--- src/rtl/gpio_port_pkg.sv ---
package gpio_port_pkg;

    localparam int REG_ADDR_W = 3;

    typedef enum logic [REG_ADDR_W-1:0] {
        RA_LATCH  = 3'd0,
        RA_DIR    = 3'd1,
        RA_ODSEL  = 3'd2,
        RA_ALT0   = 3'd3,
        RA_ALT1   = 3'd4,
        RA_PDKEEP = 3'd5,
        RA_DIN    = 3'd6,
        RA_NONE   = 3'd7
    } reg_addr_e;

    typedef enum logic [1:0] {
        SRC_LATCH = 2'd0,
        SRC_ALT0  = 2'd1,
        SRC_ALT1  = 2'd2
    } out_src_e;

endpackage

--- src/rtl/gpio_regbank.sv ---
module gpio_regbank
    import gpio_port_pkg::*;
#(
    parameter int NUM_PINS = 8
) (
    input  logic                  clk,
    input  logic                  rst_n,
    input  logic                  wr_en,
    input  logic [REG_ADDR_W-1:0] addr,
    input  logic [NUM_PINS-1:0]   wdata,
    input  logic [NUM_PINS-1:0]   din,
    output logic [NUM_PINS-1:0]   rdata,
    output logic [NUM_PINS-1:0]   latch_q,
    output logic [NUM_PINS-1:0]   dir_q,
    output logic [NUM_PINS-1:0]   od_q,
    output logic [NUM_PINS-1:0]   alt0_q,
    output logic [NUM_PINS-1:0]   alt1_q,
    output logic [NUM_PINS-1:0]   pdkeep_q
);

    reg_addr_e addr_e;
    assign addr_e = reg_addr_e'(addr);

    always_ff @(posedge clk or negedge rst_n) begin
        if (!rst_n) begin
            latch_q  <= '0;
            dir_q    <= '0;
            od_q     <= '0;
            alt0_q   <= '0;
            alt1_q   <= '0;
            pdkeep_q <= '0;
        end else if (wr_en) begin
            case (addr_e)
                RA_LATCH:  latch_q  <= wdata;
                RA_DIR:    dir_q    <= wdata;
                RA_ODSEL:  od_q     <= wdata;
                RA_ALT0:   alt0_q   <= wdata;
                RA_ALT1:   alt1_q   <= wdata;
                RA_PDKEEP: pdkeep_q <= wdata;
                default:   ;
            endcase
        end
    end

    always_comb begin
        unique case (addr_e)
            RA_LATCH:  rdata = latch_q;
            RA_DIR:    rdata = dir_q;
            RA_ODSEL:  rdata = od_q;
            RA_ALT0:   rdata = alt0_q;
            RA_ALT1:   rdata = alt1_q;
            RA_PDKEEP: rdata = pdkeep_q;
            RA_DIN:    rdata = din;
            RA_NONE:   rdata = '0;
        endcase
    end

endmodule

--- src/rtl/gpio_in_sync.sv ---
module gpio_in_sync #(
    parameter int NUM_PINS = 8,
    parameter int STAGES   = 2
) (
    input  logic                clk,
    input  logic                rst_n,
    input  logic [NUM_PINS-1:0] d,
    output logic [NUM_PINS-1:0] q
);

    logic [NUM_PINS-1:0] chain [STAGES];

    always_ff @(posedge clk or negedge rst_n) begin
        if (!rst_n) begin
            for (int k = 0; k < STAGES; k++) chain[k] <= '0;
        end else begin
            chain[0] <= d;
            for (int k = 1; k < STAGES; k++) chain[k] <= chain[k-1];
        end
    end

    assign q = chain[STAGES-1];

endmodule

--- src/rtl/gpio_pin_resolve.sv ---
module gpio_pin_resolve
    import gpio_port_pkg::*;
#(
    parameter bit HW_DIR = 1'b0
) (
    input  logic latch,
    input  logic dir,
    input  logic od,
    input  logic alt0_sel,
    input  logic alt1_sel,
    input  logic pdkeep,
    input  logic pwr_down,
    input  logic alt0_val,
    input  logic alt1_val,
    input  logic hw_dir,
    input  logic hw_dir_valid,
    output logic pad_out,
    output logic pad_oe
);

    out_src_e src;
    logic     value;
    logic     alt_on;
    logic     hw_take;
    logic     dir_eff;
    logic     od_release;
    logic     pd_block;

    // alternate 0 has priority over alternate 1
    always_comb begin
        if (alt0_sel)      src = SRC_ALT0;
        else if (alt1_sel) src = SRC_ALT1;
        else               src = SRC_LATCH;
    end

    always_comb begin
        unique case (src)
            SRC_ALT0: value = alt0_val;
            SRC_ALT1: value = alt1_val;
            default:  value = latch;
        endcase
    end

    assign alt_on     = alt0_sel | alt1_sel;
    assign hw_take    = HW_DIR & alt_on & hw_dir_valid;
    assign dir_eff    = hw_take ? hw_dir : dir;
    assign od_release = od & value;
    assign pd_block   = pwr_down & ~pdkeep;

    assign pad_out = value;
    assign pad_oe  = dir_eff & ~od_release & ~pd_block;

endmodule

--- src/rtl/gpio_port_ctrl.sv ---
module gpio_port_ctrl
    import gpio_port_pkg::*;
#(
    parameter int NUM_PINS     = 8,
    parameter int HW_DIR_FIRST = 4,
    parameter int SYNC_STAGES  = 2
) (
    input  logic                  clk,
    input  logic                  rst_n,
    input  logic                  reg_wr_en,
    input  logic [REG_ADDR_W-1:0] reg_addr,
    input  logic [NUM_PINS-1:0]   reg_wdata,
    output logic [NUM_PINS-1:0]   reg_rdata,
    input  logic                  pwr_down,
    input  logic [NUM_PINS-1:0]   alt0_out,
    input  logic [NUM_PINS-1:0]   alt1_out,
    input  logic [NUM_PINS-1:0]   hw_dir_out,
    input  logic [NUM_PINS-1:0]   hw_dir_valid,
    input  logic [NUM_PINS-1:0]   pad_in,
    output logic [NUM_PINS-1:0]   pad_out,
    output logic [NUM_PINS-1:0]   pad_oe
);

    logic [NUM_PINS-1:0] latch_q;
    logic [NUM_PINS-1:0] dir_q;
    logic [NUM_PINS-1:0] od_q;
    logic [NUM_PINS-1:0] alt0_q;
    logic [NUM_PINS-1:0] alt1_q;
    logic [NUM_PINS-1:0] pdkeep_q;
    logic [NUM_PINS-1:0] din_q;

    gpio_in_sync #(
        .NUM_PINS (NUM_PINS),
        .STAGES   (SYNC_STAGES)
    ) u_sync (
        .clk   (clk),
        .rst_n (rst_n),
        .d     (pad_in),
        .q     (din_q)
    );

    gpio_regbank #(
        .NUM_PINS (NUM_PINS)
    ) u_regs (
        .clk      (clk),
        .rst_n    (rst_n),
        .wr_en    (reg_wr_en),
        .addr     (reg_addr),
        .wdata    (reg_wdata),
        .din      (din_q),
        .rdata    (reg_rdata),
        .latch_q  (latch_q),
        .dir_q    (dir_q),
        .od_q     (od_q),
        .alt0_q   (alt0_q),
        .alt1_q   (alt1_q),
        .pdkeep_q (pdkeep_q)
    );

    for (genvar i = 0; i < NUM_PINS; i++) begin : g_pin
        localparam bit PIN_HW_DIR = (i >= HW_DIR_FIRST);
        gpio_pin_resolve #(
            .HW_DIR (PIN_HW_DIR)
        ) u_pin (
            .latch        (latch_q[i]),
            .dir          (dir_q[i]),
            .od           (od_q[i]),
            .alt0_sel     (alt0_q[i]),
            .alt1_sel     (alt1_q[i]),
            .pdkeep       (pdkeep_q[i]),
            .pwr_down     (pwr_down),
            .alt0_val     (alt0_out[i]),
            .alt1_val     (alt1_out[i]),
            .hw_dir       (hw_dir_out[i]),
            .hw_dir_valid (hw_dir_valid[i]),
            .pad_out      (pad_out[i]),
            .pad_oe       (pad_oe[i])
        );
    end

endmodule

--- config.mk ---
export PLATFORM = sky130hd
export DESIGN_NAME = gpio_port_ctrl
export DESIGN_NICKNAME = d
export VERILOG_FILES = /design/src/rtl/gpio_port_pkg.sv /design/src/rtl/gpio_regbank.sv /design/src/rtl/gpio_in_sync.sv /design/src/rtl/gpio_pin_resolve.sv /design/src/rtl/gpio_port_ctrl.sv
export SDC_FILE = /design/constraint.sdc
export NUM_CORES = 1
export LEC_CHECK = 0
export BUFFER_PORTS_ARGS = -buffer_cell sky130_fd_sc_hd__buf_2
export CELL_PAD_IN_SITES_DETAIL_PLACEMENT = 0
export CELL_PAD_IN_SITES_GLOBAL_PLACEMENT = 1
export CORE_UTILIZATION = 38
export DETAILED_ROUTE_END_ITERATION = 8
export PLACE_DENSITY = 0.82
export RECOVER_POWER = 50
export SLEW_MARGIN = 25
export SYNTH_ARGS = -nofsm -noshare
export SYNTH_HDL_FRONTEND = slang
export SYNTH_HIERARCHICAL = 1
export SYNTH_SLANG_ARGS = --single-unit
--- constraint.sdc ---
create_clock -name clk -period 1 [get_ports clk]
set_input_delay 0.05 -clock clk [delete_from_list [all_inputs] [get_ports clk]]
set_output_delay 0.05 -clock clk [all_outputs]
set_load 0.01 [all_outputs]
---- Word-level counts from Yosys, hierarchy flattened ----
Index checks and enable logic that the tools add are counted.
word-level totals
  flip-flop bits (word level) ............. 64
cells by class
  bitwise operators ....................... 64
  reductions and logical operators ........ 7
  equality and inequality tests ........... 23
  multiplexer cells ....................... 29
operators with widths
  cell                                                 count
  one-hot mux 8 bit (8 select lines)                   1
  bitwise AND 1 bit                                    36
  2-to-1 mux 2 bit                                     16
  inverter 1 bit                                       24
  equality test 2 x 1 -> 1 bit, second input constant  8
  equality test 2 bit, second input constant           8
  one-hot mux 1 bit (2 select lines)                   8
  equality test 3 bit, second input constant           4
  AND reduction 2 bit                                  6
  equality test 3 x 2 -> 1 bit, second input constant  2
  2-to-1 mux 1 bit                                     4
  OR 1 bit                                             4
  equality test 3 x 1 -> 1 bit, second input constant  1
  zero test 3 bit                                      1

---- Logic depth before layout (Yosys ltp) ----
  depth in word-level cells ............... 8
  mapped depth ............................ 6
  gate-level depth less buffers ........... 4

---- By module ----
Netlist, hierarchy kept.
modules (own cells, without submodules)
  module            cells each  area an instance (µm²)  seq. area each (µm²)  times used
  gpio_regbank      179         2,322.2                 1,201.2               1
  gpio_in_sync      24          460.4                   400.4                 1
  gpio_pin_resolve  7           56.3                    0.0                   8

---- Least setup slack after synthesis ----
OpenSTA, ideal clock, no wires.
  kind .................................... input to register
  from .................................... input reg_addr[0]
  to ...................................... register u_regs.od_q[0]
  path buffers ............................ 1
  data arrival time ....................... 1.043 ns
  required time ........................... 0.875 ns
  library setup time ...................... 0.125 ns
  stages .................................. 5
  setup slack ............................. -0.168 ns
  path through ............................ buf_6 inv_4 nand2_2 nor3b_4 mux2_2
on the way
  word-level cells in the longest chain between the ends .. 2
ends and longest elaborated chain
  element                        line                  text
  start: declaration             gpio_port_ctrl.sv:11  input logic [REG_ADDR_W-1:0] reg_addr,
  equality test 3 x 2 -> 1 bit   gpio_regbank.sv:33    case (addr_e)
  AND reduction 2 bit (no line)  n/a
  end signal: assignment         gpio_regbank.sv:36    RA_ODSEL: od_q <= wdata;
  end: declaration               gpio_regbank.sv:15    output logic [NUM_PINS-1:0] od_q,
No other way between the ends.
A chain may end at the register's enable or synchronous reset.

---- Final worst setup path ----
  from .................................... register u_regs.alt0_q[3]
  to ...................................... output reg_rdata[3]
on the way
  word-level cells in the longest chain between the ends .. 1
ends and longest elaborated chain
  element                             line                  text
  start: declaration                  gpio_regbank.sv:16    output logic [NUM_PINS-1:0] alt0_q,
  start signal: assignment            gpio_regbank.sv:37    RA_ALT0: alt0_q <= wdata;
  one-hot mux 8 bit (8 select lines)  gpio_regbank.sv:46    unique case (addr_e)
  end: declaration                    gpio_port_ctrl.sv:13  output logic [NUM_PINS-1:0] reg_rdata,
No other way between the ends.

==> flow_metrics.py <==
metrics = {
    "die": {
        "core-area_um2": 8220,
        "dieArea_um2": 8880,
        "num_rows": 33,
        "dieHeight_um": 94.2,
        "ioPinCount": 79,
        "start_util_pct": 39.3,
        "die_width_um": 94.2,
    },
    "global_route": {
        "grt_overflow": 0,
        "grt_max_degree": 65,
        "grt_usage_pct": 19.8,
        "grt_pass1_wl_mm": 13.0,
        "grt_pass1_vias": 2691,
        "antenna_found_initial": 0,
    },
    "finish": {
        "antenna_cells": 0,
        "drive_gt1_share_pct": 61.1,
        "fin_util_pct": 55.9,
        "regArea_um2": 1600,
        "multi_input_area_um2": 1600,
        "layout.nets": 459,
        "area_delta_synth_final_pct": 42.1,
        "n_fill_cell": 700,
    },
    "timing": {
        "period_share_pct": 156,
        "worstMarginPinSlew_ns": 0.580,
        "drv_slew": 0,
        "skew_ns": 0.000257,
        "max_slew_margin_pct": 61.3,
        "fin_crit_ns": 1.56,
        "fmax_mhz": 642,
        "setup_violations": 27,
        "hold-worst-slack_ns": 0.00665,
        "hold_viol_final": 0,
        "rsz0062_at_grt": "true",
        "layout_setup_ws_ns": -0.557,
    },
    "logic_synthesis": {
        "synth_seq_cells": 64,
        "synth_xor_area_share_pct": 0,
        "muxShareOfSynthArea_pct": 26.9,
        "yosys-top-cells-area": "dfrtp_1 (50%), mux2_2 (16%), mux2i_1 (4.3%), mux2_4 (3.7%), mux4_2 (2.8%)",
        "yosysUniqueCellTypes": 38,
        "synth_simple_gate_area_share_pct": 9.40,
        "synthAdderAreaFrac_pct": 0,
        "synth.most_common_cell": "dfrtp_1",
        "synthCells": 259,
        "yosysTopAreaCellShare_pct": 49.5,
        "dominantRegCellSynth": "dfrtp_1",
        "synth_warnings": 6,
        "synth_compound_area_share_pct": 9.21,
        "synth.top_cells.by_count": "dfrtp_1 (64), mux2_2 (46), mux2i_1 (14), inv_1 (11)",
        "yosys.area.top_type": "dfrtp_1",
        "synth_top_family_by_area": "multiplexers",
        "avgSynthCellArea_um2": 12.5,
        "synth_edf_count": 0,
        "synth_nets": 314,
        "synthArstFlopShare_pct": 100,
        "synth_area_um2": 3230,
        "yosysSeqAreaShare_pct": 49.5,
    },
    "drt": {
        "wirelength_mm": 8.29,
        "first_pass_iters": 4,
        "vias": 2549,
        "drtIter0Drc": 113,
        "viasPerCell": 4.99,
        "drc": 0,
        "wire_per_inst_um": 16.2,
        "ant_nets": 0,
    },
    "worst_setup_path": {
        "cp_slowest_cell": "mux4_2",
        "worstPathMaxFanout": 2,
        "arrival_ns": 1.51,
        "r2r-end": "u_regs/pdkeep_q[7]$_DFFE_PN0P_",
        "crit_type": "reg2out",
        "crit_required_ns": 0.95,
        "cp_top_family": "multiplexers",
        "rrSetupSlack_ns": -0.01,
        "critPathMaxStageDelay_ns": 0.46,
        "worstPathCellList": "mux4_2 -> nor2_1 -> a21oi_1 -> buf_2",
        "r2r_cells": 3,
        "start_kind": "flop",
        "path_buf_inv": 1,
        "r2r-start": "u_regs/pdkeep_q[7]$_DFFE_PN0P_",
        "cp-end-kind": "output port",
    },
    "clocking": {
        "cts.clk_slew.worst_paths_ns": 0.06,
        "cts_htree_levels": 3,
        "root_buffer": "clkbuf_8",
        "clkLatencyLatePin_ns": 0.33,
        "cts_inserted_buffers": 9,
        "clockBufferDepth": 2,
        "cts_tree": "built",
        "cts.sinks": 64,
    },
    "power": {
        "power_density_nw_per_um2": 1770,
        "power_w": 0.00813,
        "power.leakage_nw": 2.21,
        "vdd_drop_max_v": 0.000736,
    },
    "min_path": {
        "holdPathEnd": "u_regs/dir_q[0]$_DFFE_PN0P_",
        "hold_class": "in2reg",
        "hp-start": "reg_wdata[0]",
        "hold_depth": 3,
    },
    "placement": {
        "dpl_worst_slack_ns": -0.349,
        "port_buffers": 70,
        "gp_congestion": 0.813,
        "dpl.hpwl_mm": 5.98,
    },
    "job": {
        "maxCapViolCount": 0,
    },
    "status": {
        "status": "finished, violations left",
        "violations": "setup timing",
    },
}
[how the worst max path moves through the flow]
stage	cells past startpoint	to	slack [ns]	from
final	4	reg_rdata[3]	-0.56	u_regs/alt0_q[3]$_DFFE_PN0P_
after global routing	4	pad_oe[6]	-0.64	u_regs/alt1_q[6]$_DFFE_PN0P_
after CTS	4	reg_rdata[5]	-0.57	u_regs/latch_q[5]$_DFFE_PN0P_
after detailed placement	7	u_regs/od_q[3]$_DFFE_PN0P_	-0.35	reg_addr[0]
after global placement	7	u_regs/od_q[6]$_DFFE_PN0P_	-0.26	reg_addr[0]
after floorplan	5	u_regs/od_q[0]$_DFFE_PN0P_	-0.14	reg_addr[0]
[timing repair]
action / in CTS / in global routing
hold buffers: 10 / 0
setup endpoints to repair: 24 / 28
resized for setup: 9 / 24
pin swaps: 7 / 6
endpoints found under the hold margin: 73 / 0
setup buffers: 2 / 9
[registers in the layout, indices dropped and copies added (netlist names)]
signal / count
u_regs/pdkeep_q: 8
u_regs/alt0_q: 8
u_sync/chain: 8
u_sync/q: 8
u_regs/alt1_q: 8
u_regs/od_q: 8
u_regs/latch_q: 8
u_regs/dir_q: 8
[metal layers]
| layer | GRT usage (%) | wire length [µm] | vias to the layer above |
|---|---|---|---|
| met2 | 32.2 | 4120 | 74 |
| met5 | 0 | 0 | - |
| met1 | 25.3 | 3590 | 1242 |
| met3 | 3.56 | 422 | 15 |
| li1 | - | - | 1218 |
| met4 | 9.36 | 155 | 0 |
[worst register-to-register path, delay by kind of cell, from the launching register on]
family,cells,cell delay (ns)
DFF,1,0.39
buffers and inverters,2,0.26
muxes,1,0.25
[metrics by stage]
stage	instance area (µm²)	TNS [ns]	instances
6_report	4590	-10.73	511
5_1_grt	4590	-12.34	511
3_5_place_dp	4140	-13.33	480
3_3_place_gp	4140	-11.34	480
2_1_floorplan	3310	-2.25	259
4_1_cts	4450	-10.90	504
[power breakdown]
| group | switching, W | internal [W] | leakage [nW] |
|---|---|---|---|
| combinational | 0.00113 | 0.00168 | 1.37 |
| clock | 0.000915 | 0.000990 | 0.0842 |
| sequential | 0.000352 | 0.00306 | 0.761 |
[placed cells by master (no fill, tap or decap), types with 6 or more instances in the layout]
cell type | synthesis | routed
buf_4 | 10 | 66
buf_2 | 4 | 63
dfrtp_1 | 64 | 62
mux2_2 | 46 | 36
mux2_4 | 8 | 18
mux2i_1 | 14 | 14
buf_6 | 1 | 12
clkbuf_8 | 0 | 11
inv_1 | 11 | 10
dlygate4sd3_1 | 0 | 10
nor2_1 | 10 | 9
nand2_1 | 10 | 8
o21ai_2 | 4 | 7
nand3_1 | 8 | 6
[cells by family after synthesis]
kind of cell | Yosys count
multiplexers | 72
flip-flops | 64
AND/OR/NAND/NOR | 53
AO/OA/AOI/OAI | 41
buffers and inverters | 29
[final cells by class]
| type | count | share of cell area (%) |
|---|---|---|
| clock inverter | 1 | 0.109 |
| multi-input combinational | 166 | 34.8 |
| timing repair buffer | 151 | 22.8 |
| clock buffer | 12 | 3.38 |
| inverter | 12 | 1.14 |
| tap | 105 | 2.86 |
| sequential | 64 | 34.9 |
(Power assumes the default switching activity.)
